**src/rtl/uart_status_pkg.sv**
```systemverilog
package uart_status_pkg;
    localparam int DATA_W = 8;

    typedef struct packed {
        logic              brk;
        logic              ferr;
        logic              perr;
        logic [DATA_W-1:0] data;
    } rx_entry_t;

    // status byte bit positions
    localparam int ST_DR   = 0;
    localparam int ST_OE   = 1;
    localparam int ST_PE   = 2;
    localparam int ST_FE   = 3;
    localparam int ST_BI   = 4;
    localparam int ST_THRE = 5;
    localparam int ST_TEMT = 6;
    localparam int ST_ERR  = 7;

    function automatic logic entry_bad(input rx_entry_t e);
        return e.brk | e.ferr | e.perr;
    endfunction
endpackage

```
**src/rtl/rx_tag_fifo.sv**
```systemverilog
module rx_tag_fifo
    import uart_status_pkg::*;
#(
    parameter int DEPTH = 16
) (
    input  logic      clk,
    input  logic      rst_n,
    input  logic      push_i,
    input  rx_entry_t entry_i,
    input  logic      pop_i,
    output rx_entry_t head_o,
    output logic      empty_o,
    output logic      full_o
);
    localparam int AW = $clog2(DEPTH);
    localparam int CW = $clog2(DEPTH + 1);

    typedef struct packed {
        rx_entry_t [DEPTH-1:0] mem;
        logic [AW-1:0]         wr;
        logic [AW-1:0]         rd;
        logic [CW-1:0]         cnt;
    } fifo_state_t;

    fifo_state_t s_d, s_q;
    logic push_ok, pop_ok;

    function automatic logic [AW-1:0] bump(input logic [AW-1:0] p);
        return (p == AW'(DEPTH - 1)) ? '0 : p + 1'b1;
    endfunction

    always_comb begin
        s_d     = s_q;
        push_ok = push_i && (s_q.cnt != CW'(DEPTH));
        pop_ok  = pop_i && (s_q.cnt != '0);
        if (push_ok) begin
            s_d.mem[s_q.wr] = entry_i;
            s_d.wr          = bump(s_q.wr);
        end
        if (pop_ok) begin
            s_d.rd = bump(s_q.rd);
        end
        s_d.cnt = s_q.cnt + CW'(push_ok) - CW'(pop_ok);
    end

    always_ff @(posedge clk or negedge rst_n) begin
        if (!rst_n) s_q <= '0;
        else        s_q <= s_d;
    end

    assign head_o  = s_q.mem[s_q.rd];
    assign empty_o = (s_q.cnt == '0);
    assign full_o  = (s_q.cnt == CW'(DEPTH));
endmodule

```
**src/rtl/break_watch.sv**
```systemverilog
module break_watch #(
    parameter int BIT_CYCLES = 16,
    parameter int CHAR_BITS  = 10
) (
    input  logic clk,
    input  logic rst_n,
    input  logic line_i,
    output logic brk_o
);
    localparam int CHAR_CYCLES = BIT_CYCLES * CHAR_BITS;
    localparam int LW = $clog2(CHAR_CYCLES + 1);
    localparam int HW = $clog2(BIT_CYCLES + 1);

    typedef struct packed {
        logic [LW-1:0] low_run;
        logic [HW-1:0] high_run;
        logic          armed;
    } watch_state_t;

    watch_state_t s_d, s_q;
    logic fire;

    always_comb begin
        s_d  = s_q;
        fire = s_q.armed && !line_i && (s_q.low_run == LW'(CHAR_CYCLES));
        if (line_i) begin
            s_d.low_run = '0;
            if (s_q.high_run != HW'(BIT_CYCLES)) s_d.high_run = s_q.high_run + 1'b1;
            if (s_d.high_run == HW'(BIT_CYCLES)) s_d.armed = 1'b1;
        end else begin
            s_d.high_run = '0;
            if (s_q.low_run != LW'(CHAR_CYCLES)) s_d.low_run = s_q.low_run + 1'b1;
            if (fire) s_d.armed = 1'b0;
        end
    end

    always_ff @(posedge clk or negedge rst_n) begin
        if (!rst_n) s_q <= '{low_run: '0, high_run: '0, armed: 1'b1};
        else        s_q <= s_d;
    end

    assign brk_o = fire;
endmodule

```
**src/rtl/tx_flag_track.sv**
```systemverilog
module tx_flag_track (
    input  logic clk,
    input  logic rst_n,
    input  logic fifo_empty_i,
    input  logic shift_empty_i,
    input  logic wr_i,
    input  logic ie_i,
    output logic thre_o,
    output logic temt_o,
    output logic irq_o
);
    typedef struct packed {
        logic thre;
        logic temt;
    } tx_state_t;

    tx_state_t s_d, s_q;

    always_comb begin
        s_d      = s_q;
        s_d.temt = fifo_empty_i && shift_empty_i;
        if (wr_i)              s_d.thre = 1'b0;
        else if (fifo_empty_i) s_d.thre = 1'b1;
    end

    always_ff @(posedge clk or negedge rst_n) begin
        if (!rst_n) s_q <= '{thre: 1'b1, temt: 1'b1};
        else        s_q <= s_d;
    end

    assign thre_o = s_q.thre;
    assign temt_o = s_q.temt;
    assign irq_o  = s_q.thre && ie_i;
endmodule

```
**src/rtl/uart_status_core.sv**
```systemverilog
module uart_status_core
    import uart_status_pkg::*;
#(
    parameter int DEPTH      = 16,
    parameter int BIT_CYCLES = 16,
    parameter int CHAR_BITS  = 10
) (
    input  logic              clk,
    input  logic              rst_n,
    input  logic              rx_done_i,
    input  logic [DATA_W-1:0] rx_char_i,
    input  logic              rx_perr_i,
    input  logic              rx_ferr_i,
    input  logic              rx_line_i,
    input  logic              rx_pop_i,
    input  logic              tx_fifo_empty_i,
    input  logic              tx_shift_empty_i,
    input  logic              tx_wr_i,
    input  logic              thre_ie_i,
    input  logic              status_rd_i,
    output logic [DATA_W-1:0] rx_head_o,
    output logic [7:0]        status_o,
    output logic              thre_irq_o
);
    localparam int CW = $clog2(DEPTH + 1);

    typedef struct packed {
        logic          head_seen;
        logic [CW-1:0] err_cnt;
        logic          err_sum;
        logic          overrun;
    } core_state_t;

    core_state_t s_d, s_q;
    rx_entry_t   new_entry, head;
    logic        brk_evt, push, push_ok, pop_ok, fifo_empty, fifo_full;
    logic        thre, temt;

    break_watch #(.BIT_CYCLES(BIT_CYCLES), .CHAR_BITS(CHAR_BITS)) u_brk (
        .clk(clk), .rst_n(rst_n), .line_i(rx_line_i), .brk_o(brk_evt)
    );

    rx_tag_fifo #(.DEPTH(DEPTH)) u_fifo (
        .clk(clk), .rst_n(rst_n), .push_i(push), .entry_i(new_entry),
        .pop_i(rx_pop_i), .head_o(head), .empty_o(fifo_empty), .full_o(fifo_full)
    );

    tx_flag_track u_tx (
        .clk(clk), .rst_n(rst_n), .fifo_empty_i(tx_fifo_empty_i),
        .shift_empty_i(tx_shift_empty_i), .wr_i(tx_wr_i), .ie_i(thre_ie_i),
        .thre_o(thre), .temt_o(temt), .irq_o(thre_irq_o)
    );

    always_comb begin
        s_d = s_q;
        // a break takes the slot; it is never merged with a character
        if (brk_evt) new_entry = '{brk: 1'b1, ferr: 1'b0, perr: 1'b0, data: '0};
        else         new_entry = '{brk: 1'b0, ferr: rx_ferr_i, perr: rx_perr_i, data: rx_char_i};
        push    = brk_evt || rx_done_i;
        push_ok = push && !fifo_full;
        pop_ok  = rx_pop_i && !fifo_empty;

        s_d.err_cnt = s_q.err_cnt + CW'(push_ok && entry_bad(new_entry))
                                  - CW'(pop_ok && entry_bad(head));
        s_d.err_sum = (s_d.err_cnt != '0) || (s_q.err_sum && !status_rd_i);
        s_d.overrun = (push && fifo_full) || (s_q.overrun && !status_rd_i);

        if (pop_ok)                         s_d.head_seen = 1'b0;
        else if (status_rd_i && !fifo_empty) s_d.head_seen = 1'b1;
    end

    always_ff @(posedge clk or negedge rst_n) begin
        if (!rst_n) s_q <= '0;
        else        s_q <= s_d;
    end

    logic show_tags;
    assign show_tags = !fifo_empty && !s_q.head_seen;

    always_comb begin
        status_o          = '0;
        status_o[ST_DR]   = !fifo_empty;
        status_o[ST_OE]   = s_q.overrun;
        status_o[ST_PE]   = show_tags && head.perr;
        status_o[ST_FE]   = show_tags && head.ferr;
        status_o[ST_BI]   = show_tags && head.brk;
        status_o[ST_THRE] = thre;
        status_o[ST_TEMT] = temt;
        status_o[ST_ERR]  = s_q.err_sum;
    end

    assign rx_head_o = head.data;
endmodule

```
**config.mk**
```make
export PLATFORM = sky130hd
export DESIGN_NAME = uart_status_core
export DESIGN_NICKNAME = d
export VERILOG_FILES = /design/src/rtl/uart_status_pkg.sv /design/src/rtl/rx_tag_fifo.sv /design/src/rtl/break_watch.sv /design/src/rtl/tx_flag_track.sv /design/src/rtl/uart_status_core.sv
export SDC_FILE = /design/constraint.sdc
export NUM_CORES = 1
export LEC_CHECK = 0
export BUFFER_PORTS_ARGS = -buffer_cell sky130_fd_sc_hd__buf_4
export CAP_MARGIN = 5
export CORE_ASPECT_RATIO = 1.25
export CORE_UTILIZATION = 55
export DETAILED_ROUTE_END_ITERATION = 8
export PLACE_DENSITY = 0.81
export SYNTH_ARGS = -nofsm -noshare
export SYNTH_HDL_FRONTEND = slang
export SYNTH_SLANG_ARGS = --single-unit
```
**constraint.sdc**
```tcl
create_clock -name clk -period 3.9 [get_ports clk]
set_input_delay 0.585 -clock clk [delete_from_list [all_inputs] [get_ports clk]]
set_output_delay 0.585 -clock clk [all_outputs]
set_load 0.02 [all_outputs]
```
**Word-level counts from Yosys, hierarchy flattened**

Cells that the tools add are included.
W data, S select, Z words.

- Register bits after elaboration: 213
- Bits of input ports: 20
- Output and inout bits: 17
- Word-level logic and storage cells: 153

- Add/subtract/negate cells: 8
- $lt $le $gt $ge: 3
- Equality and inequality tests: 9
- Multiplexer cells: 18
- Bitwise gates (word level): 4
- Reductions and logical operators: 35

Operators by type and width:

| cell | number |
|---|---|
| $bwmux W176 | 1 |
| $bmux W11 S4 | 1 |
| $demux W11 S4 | 1 |
| $mux W11 | 3 |
| $logic_and A1 B1 Y1 | 19 |
| $mux W14 | 1 |
| $add A5 B1 Y5 | 2 |
| $eq A5 B5 Y1 const B | 2 |
| $lt A4 B5 Y1 const B | 2 |
| $mux W5 | 2 |
| $ne A5 B5 Y1 const B | 2 |
| $reduce_bool A5 Y1 | 2 |
| $sub A5 B1 Y5 | 2 |
| $add A4 B1 Y4 const B | 2 |
| $add A8 B1 Y8 const B | 1 |
| $eq A4 B4 Y1 const B | 2 |
| $eq A8 B8 Y1 const B | 1 |
| $mux W4 | 2 |
| $mux W8 | 1 |
| $ne A8 B8 Y1 const B | 1 |
| $reduce_bool A2 Y1 | 4 |
| $mux W1 | 6 |
| $add A5 B1 Y5 const B | 1 |
| $logic_not A1 Y1 | 5 |
| other kinds (6) | 11 |

**Depth between registers and ports, before layout**

- Depth in word-level cells: 11
- Mapped depth: 17
- Gate-level depth less buffers: 15

**Cells and area by module**

Synthesis repeated with hierarchy kept, for this count alone.

- Cell total of the unflattened synthesis: 747
- Area total of the unflattened synthesis: 10287.4 sq um

By module, submodules not included:

| module | times used | cells an instance | area each (sq um) | seq. area each (sq um) |
|---|---|---|---|---|
| rx_tag_fifo | 1 | 614 | 8901.0 | 4729.5 |
| break_watch | 1 | 67 | 721.9 | 351.6 |
| uart_status_core | 1 | 61 | 589.3 | 200.2 |
| tx_flag_track | 1 | 5 | 75.1 | 52.6 |

**Worst setup path before layout**

No wires, ideal clock.

- Path type: register -> register
- From: register u_fifo.s_q[5] (netlist bit)
- To: register s_q (netlist bit status_o[7])
- Library setup time: 129 ps
- Arrival time: 3283 ps
- Required time: 3771 ps
- Path slack: 488 ps
- Cell stages (with the launch flop): 16
- Path buffers: 2
- Clock period less this slack: 3412 ps
- Path through: dfrtp_1 -> buf_2 -> buf_2 -> mux4_2 -> a32oi_1 -> o21a_1 -> a21boi_0 -> ha_1 -> inv_1 -> ha_1 -> fa_1 -> a21o_1 -> a21oi_1 -> xnor2_1 -> nor2_1 -> nand3_1

RTL lines:

| what | RTL line | RTL |
|---|---|---|
| start, declared | rx_tag_fifo.sv:25 | `fifo_state_t s_d, s_q;` |
| start signal, assigned | rx_tag_fifo.sv:47 | `if (!rst_n) s_q <= '0;` |
| start signal, assigned | rx_tag_fifo.sv:48 | `else s_q <= s_d;` |
| end signal, assigned | uart_status_core.sv:73 | `if (!rst_n) s_q <= '0;` |
| end signal, assigned | uart_status_core.sv:74 | `else s_q <= s_d;` |
| end, declared | uart_status_core.sv:34 | `core_state_t s_d, s_q;` |

**Worst setup path after layout**

- From: register u_fifo.s_q[5] (netlist bit)
- To: output port rx_head_o[5]

- Longest elaborated chain between the ends: 2

Ends and longest elaborated chain:

| what | RTL line | RTL |
|---|---|---|
| $bmux W11 S4 | rx_tag_fifo.sv:51 | `assign head_o = s_q.mem[s_q.rd];` |
| $mux W11 (implied by the code) | rx_tag_fifo.sv:51 |  |
| end, declared | uart_status_core.sv:21 | `output logic [DATA_W-1:0] rx_head_o,` |

No other way between the ends. The select of a mux whose other input is x is not followed.

==> run_results.csv <==
group,metric,value,unit
status,status,"completed",
clock_network,clockRootBuffer,"clkbuf_16",
finish,area_growth_syn_to_layout,10.6,%
placement,portBuffers,36,
yosys,synth_area,10700,sq um
setup_path,critical_path.max_stage_delay,0.58,ns
placement,dp_slack,0.403,ns
yosys,synth_fp_nets,731,
route,drc_errors,0,
setup_path,start_kind,"flip-flop",
timing,setup_ws,0.288,ns
global_route,overflow,0,
yosys,synth_area_per_cell,15.5,sq um
setup_path,path_class,"flip-flop to output port",
timing,fin_crit,3.61,ns
timing,fin_tns_setup,0,ns
clock_network,cts_buffers,22,
yosys,yosys_register_bits,213,
floorplan,coreArea,18900,sq um
setup_path,slowest_stage,"mux4_2",
setup_path,cp.arrival,3.03,ns
yosys,netlist.area_leader.share,0.491,
placement,hpwl,14.2,mm
pwr,p_per_area,861,nW/um^2
finish,fillCellCount,1335,
route,ant_nets,0,
clock_network,cts_buffer_depth,3,
clock_network,clk_pin_slew_worst_paths,0.06,ns
clock_network,ctsHoldBuffers,0,
setup_path,reg2reg_slack,0.32,ns
yosys,netlist_top_cells_count,"dfrtp_1, mux2_4, mux2_2",
timing,setup_violations,0,
route,firstDrtPassIters,4,
yosys,synth-edff-count,0,
clock_network,cts_setup_buffers,0,
clock_network,clk-insertion-delay-late,0.50,ns
floorplan,chipHeight,158,um
timing,rsz0062_at_grt,"no",
placement,place_congestion,0.798,
timing,slew_viol_final,0,
clock_network,ctsResizeCount,0,
timing,slew-limit-headroom,0.280,
route,via_count,5755,
route,wl_per_cell,23.1,um
finish,nets,753,
finish,antenna_cells,0,
floorplan,io_pins,37,
yosys,synthArstFlopShare,1.00,
clock_network,cts_num_sinks,213,
floorplan,fp.dieW,127,um
timing,max_freq,0.277,GHz
route,viasPerCell,6.00,
floorplan,die-area,20000,sq um
global_route,grt_max_degree,103,
pwr,totalPowerFinal,10.2,mW
yosys,yosysSeqAreaShare,0.498,
clock_network,tritoncts,"done",
global_route,grtUsageTotal,0.235,
route,first_iter_violations,378,
yosys,synth-warning-count,0,
pwr,p_leak,5.61,nW
yosys,yosys.area.top_type,"dfrtp_1",
yosys,ys.flop_type,"dfrtp_1",
clock_network,cts_max_level,1,
yosys,ys_top_cells_by_area,"dfrtp_1, mux2_4, mux4_2",
global_route,grt_pass1_vias,6357,
setup_path,r2r_cells,15,
yosys,synth.most_common_cell,"dfrtp_1",
floorplan,rows,56,
setup_path,critPathRequiredTime,3.31,ns
yosys,ys_types,49,
setup_path,r2r_start,"u_fifo.s_q[3]",
route,routed_wl,22.2,mm
global_route,grt_pass1_wl,36.0,mm
finish,drive_gt1_frac,0.462,
floorplan,start_util,0.566,
flow_run,maxCapViolCount,0,
timing,final.setup_skew,0.0133,ns
timing,finalCritPeriodShare,0.926,
setup_path,crit_path_end_kind,"output port",
timing,hold_violations,0,
pwr,worst_ir_drop_vdd,0.529,mV
setup_path,path_cells,"buf_4, buf_6, mux4_2, mux4_2, buf_4",
global_route,antenna_found_initial,0,
setup_path,cp_max_fo,24,
min_path,hold_class,"input pin to asynchronous set/reset pin",
setup_path,regToRegEndpoint,"status_o[7]",
timing,worst_slew_pin_slew,1.08,ns
yosys,syn_inst,689,
## cells in the final DEF, fill, tap and decap left out, drive strengths merged, types with 5 or more instances in the layout
cell type / netlist / layout
nand2: 6 / 6
nor2b: 12 / 12
mux2i: 8 / 8
a21oi: 10 / 10
nand3: 21 / 21
nor2: 21 / 21
and2: 10 / 10
clkbuf: 19 / 34
clkinv: 0 / 5
o21ai: 6 / 6
xnor2: 13 / 13
mux2: 178 / 178
buf: 32 / 48
ha: 20 / 20
mux4: 51 / 51
xor2: 5 / 5
dfrtp: 210 / 210
inv: 23 / 23
## where the power goes
| group | switching (mW) | internal, mW |
|---|---|---|
| logic | 1.70 | 2.49 |
| registers | 0.642 | 3.15 |
| clock network | 0.855 | 1.36 |
| total | 3.20 | 7.00 |
## critical path: cells and delay by family, from the launching register on
family,cells,cell delay [ns]
buffers and inverters,3,0.87
flip-flops,1,0.57
multiplexers,2,1.06
## flip-flops by register name, summed over array words and instances, names as in the netlist
signal / cells
u_tx.temt_o: 1
status_o: 2
u_fifo.s_q: 189
u_tx.thre_o: 1
u_brk.s_q: 14
s_q: 6
## cells by family (layout without fill, tap and decap cells)
logic type / Yosys count / count (layout) / synth area share
compound gates: 33 / 33 / 0.0204
xor+xnor: 18 / 18 / 0.0147
fa+ha+maj: 22 / 22 / 0.0271
buf+inv: 74 / 112 / 0.0391
flops: 213 / 213 / 0.498
mux: 237 / 237 / 0.340
simple gates: 92 / 92 / 0.0599
## per-layer routing
layer | share of wire | global-route usage | up-vias
met5 | 0 | 0 | -
met4 | 0.026 | 0.0692 | 0
met3 | 0.035 | 0.0291 | 35
met2 | 0.51 | 0.410 | 113
met1 | 0.42 | 0.309 | 3074
li1 | - | - | 2533
## through the flow
| stage | util | hold WS [ns] | instances | instance area [sq um] |
|---|---|---|---|---|
| after detailed placement | 0.584 | 0.489 | 919 | 11100 |
| after floorplan | - | 0.289 | 689 | 10700 |
| final | 0.626 | 0.175 | 959 | 11800 |
| after global placement | 0.584 | 0.480 | 919 | 11100 |
| after global routing | 0.626 | 0.183 | 959 | 11800 |
| after CTS | 0.626 | 0.182 | 959 | 11800 |
## final cells by class
type | instances | area (sq um) | share of cell area
repair buffers | 49 | 390 | 0.0330
inverters | 23 | 86.3 | 0.00729
clock inverters | 7 | 88.8 | 0.00750
well taps | 232 | 290 | 0.0245
clock buffers | 33 | 693 | 0.0585
flip-flops and latches | 213 | 5340 | 0.451
multi-input cells | 402 | 4950 | 0.418
## how the worst max path moves through the flow
stage                     cells after the start      endpoint     startpoint  slack, ns
after floorplan                              15   status_o[7]  u_fifo.s_q[5]       0.49
after global placement                       15   status_o[7]  u_fifo.s_q[5]       0.62
after detailed placement                     15   status_o[7]  u_fifo.s_q[3]       0.40
after CTS                                     5  rx_head_o[5]  u_fifo.s_q[5]       0.09
after global routing                         15   status_o[7]  u_fifo.s_q[3]       0.08
final                                         5  rx_head_o[5]  u_fifo.s_q[5]       0.29
Power figures use the tool's default switching activity.
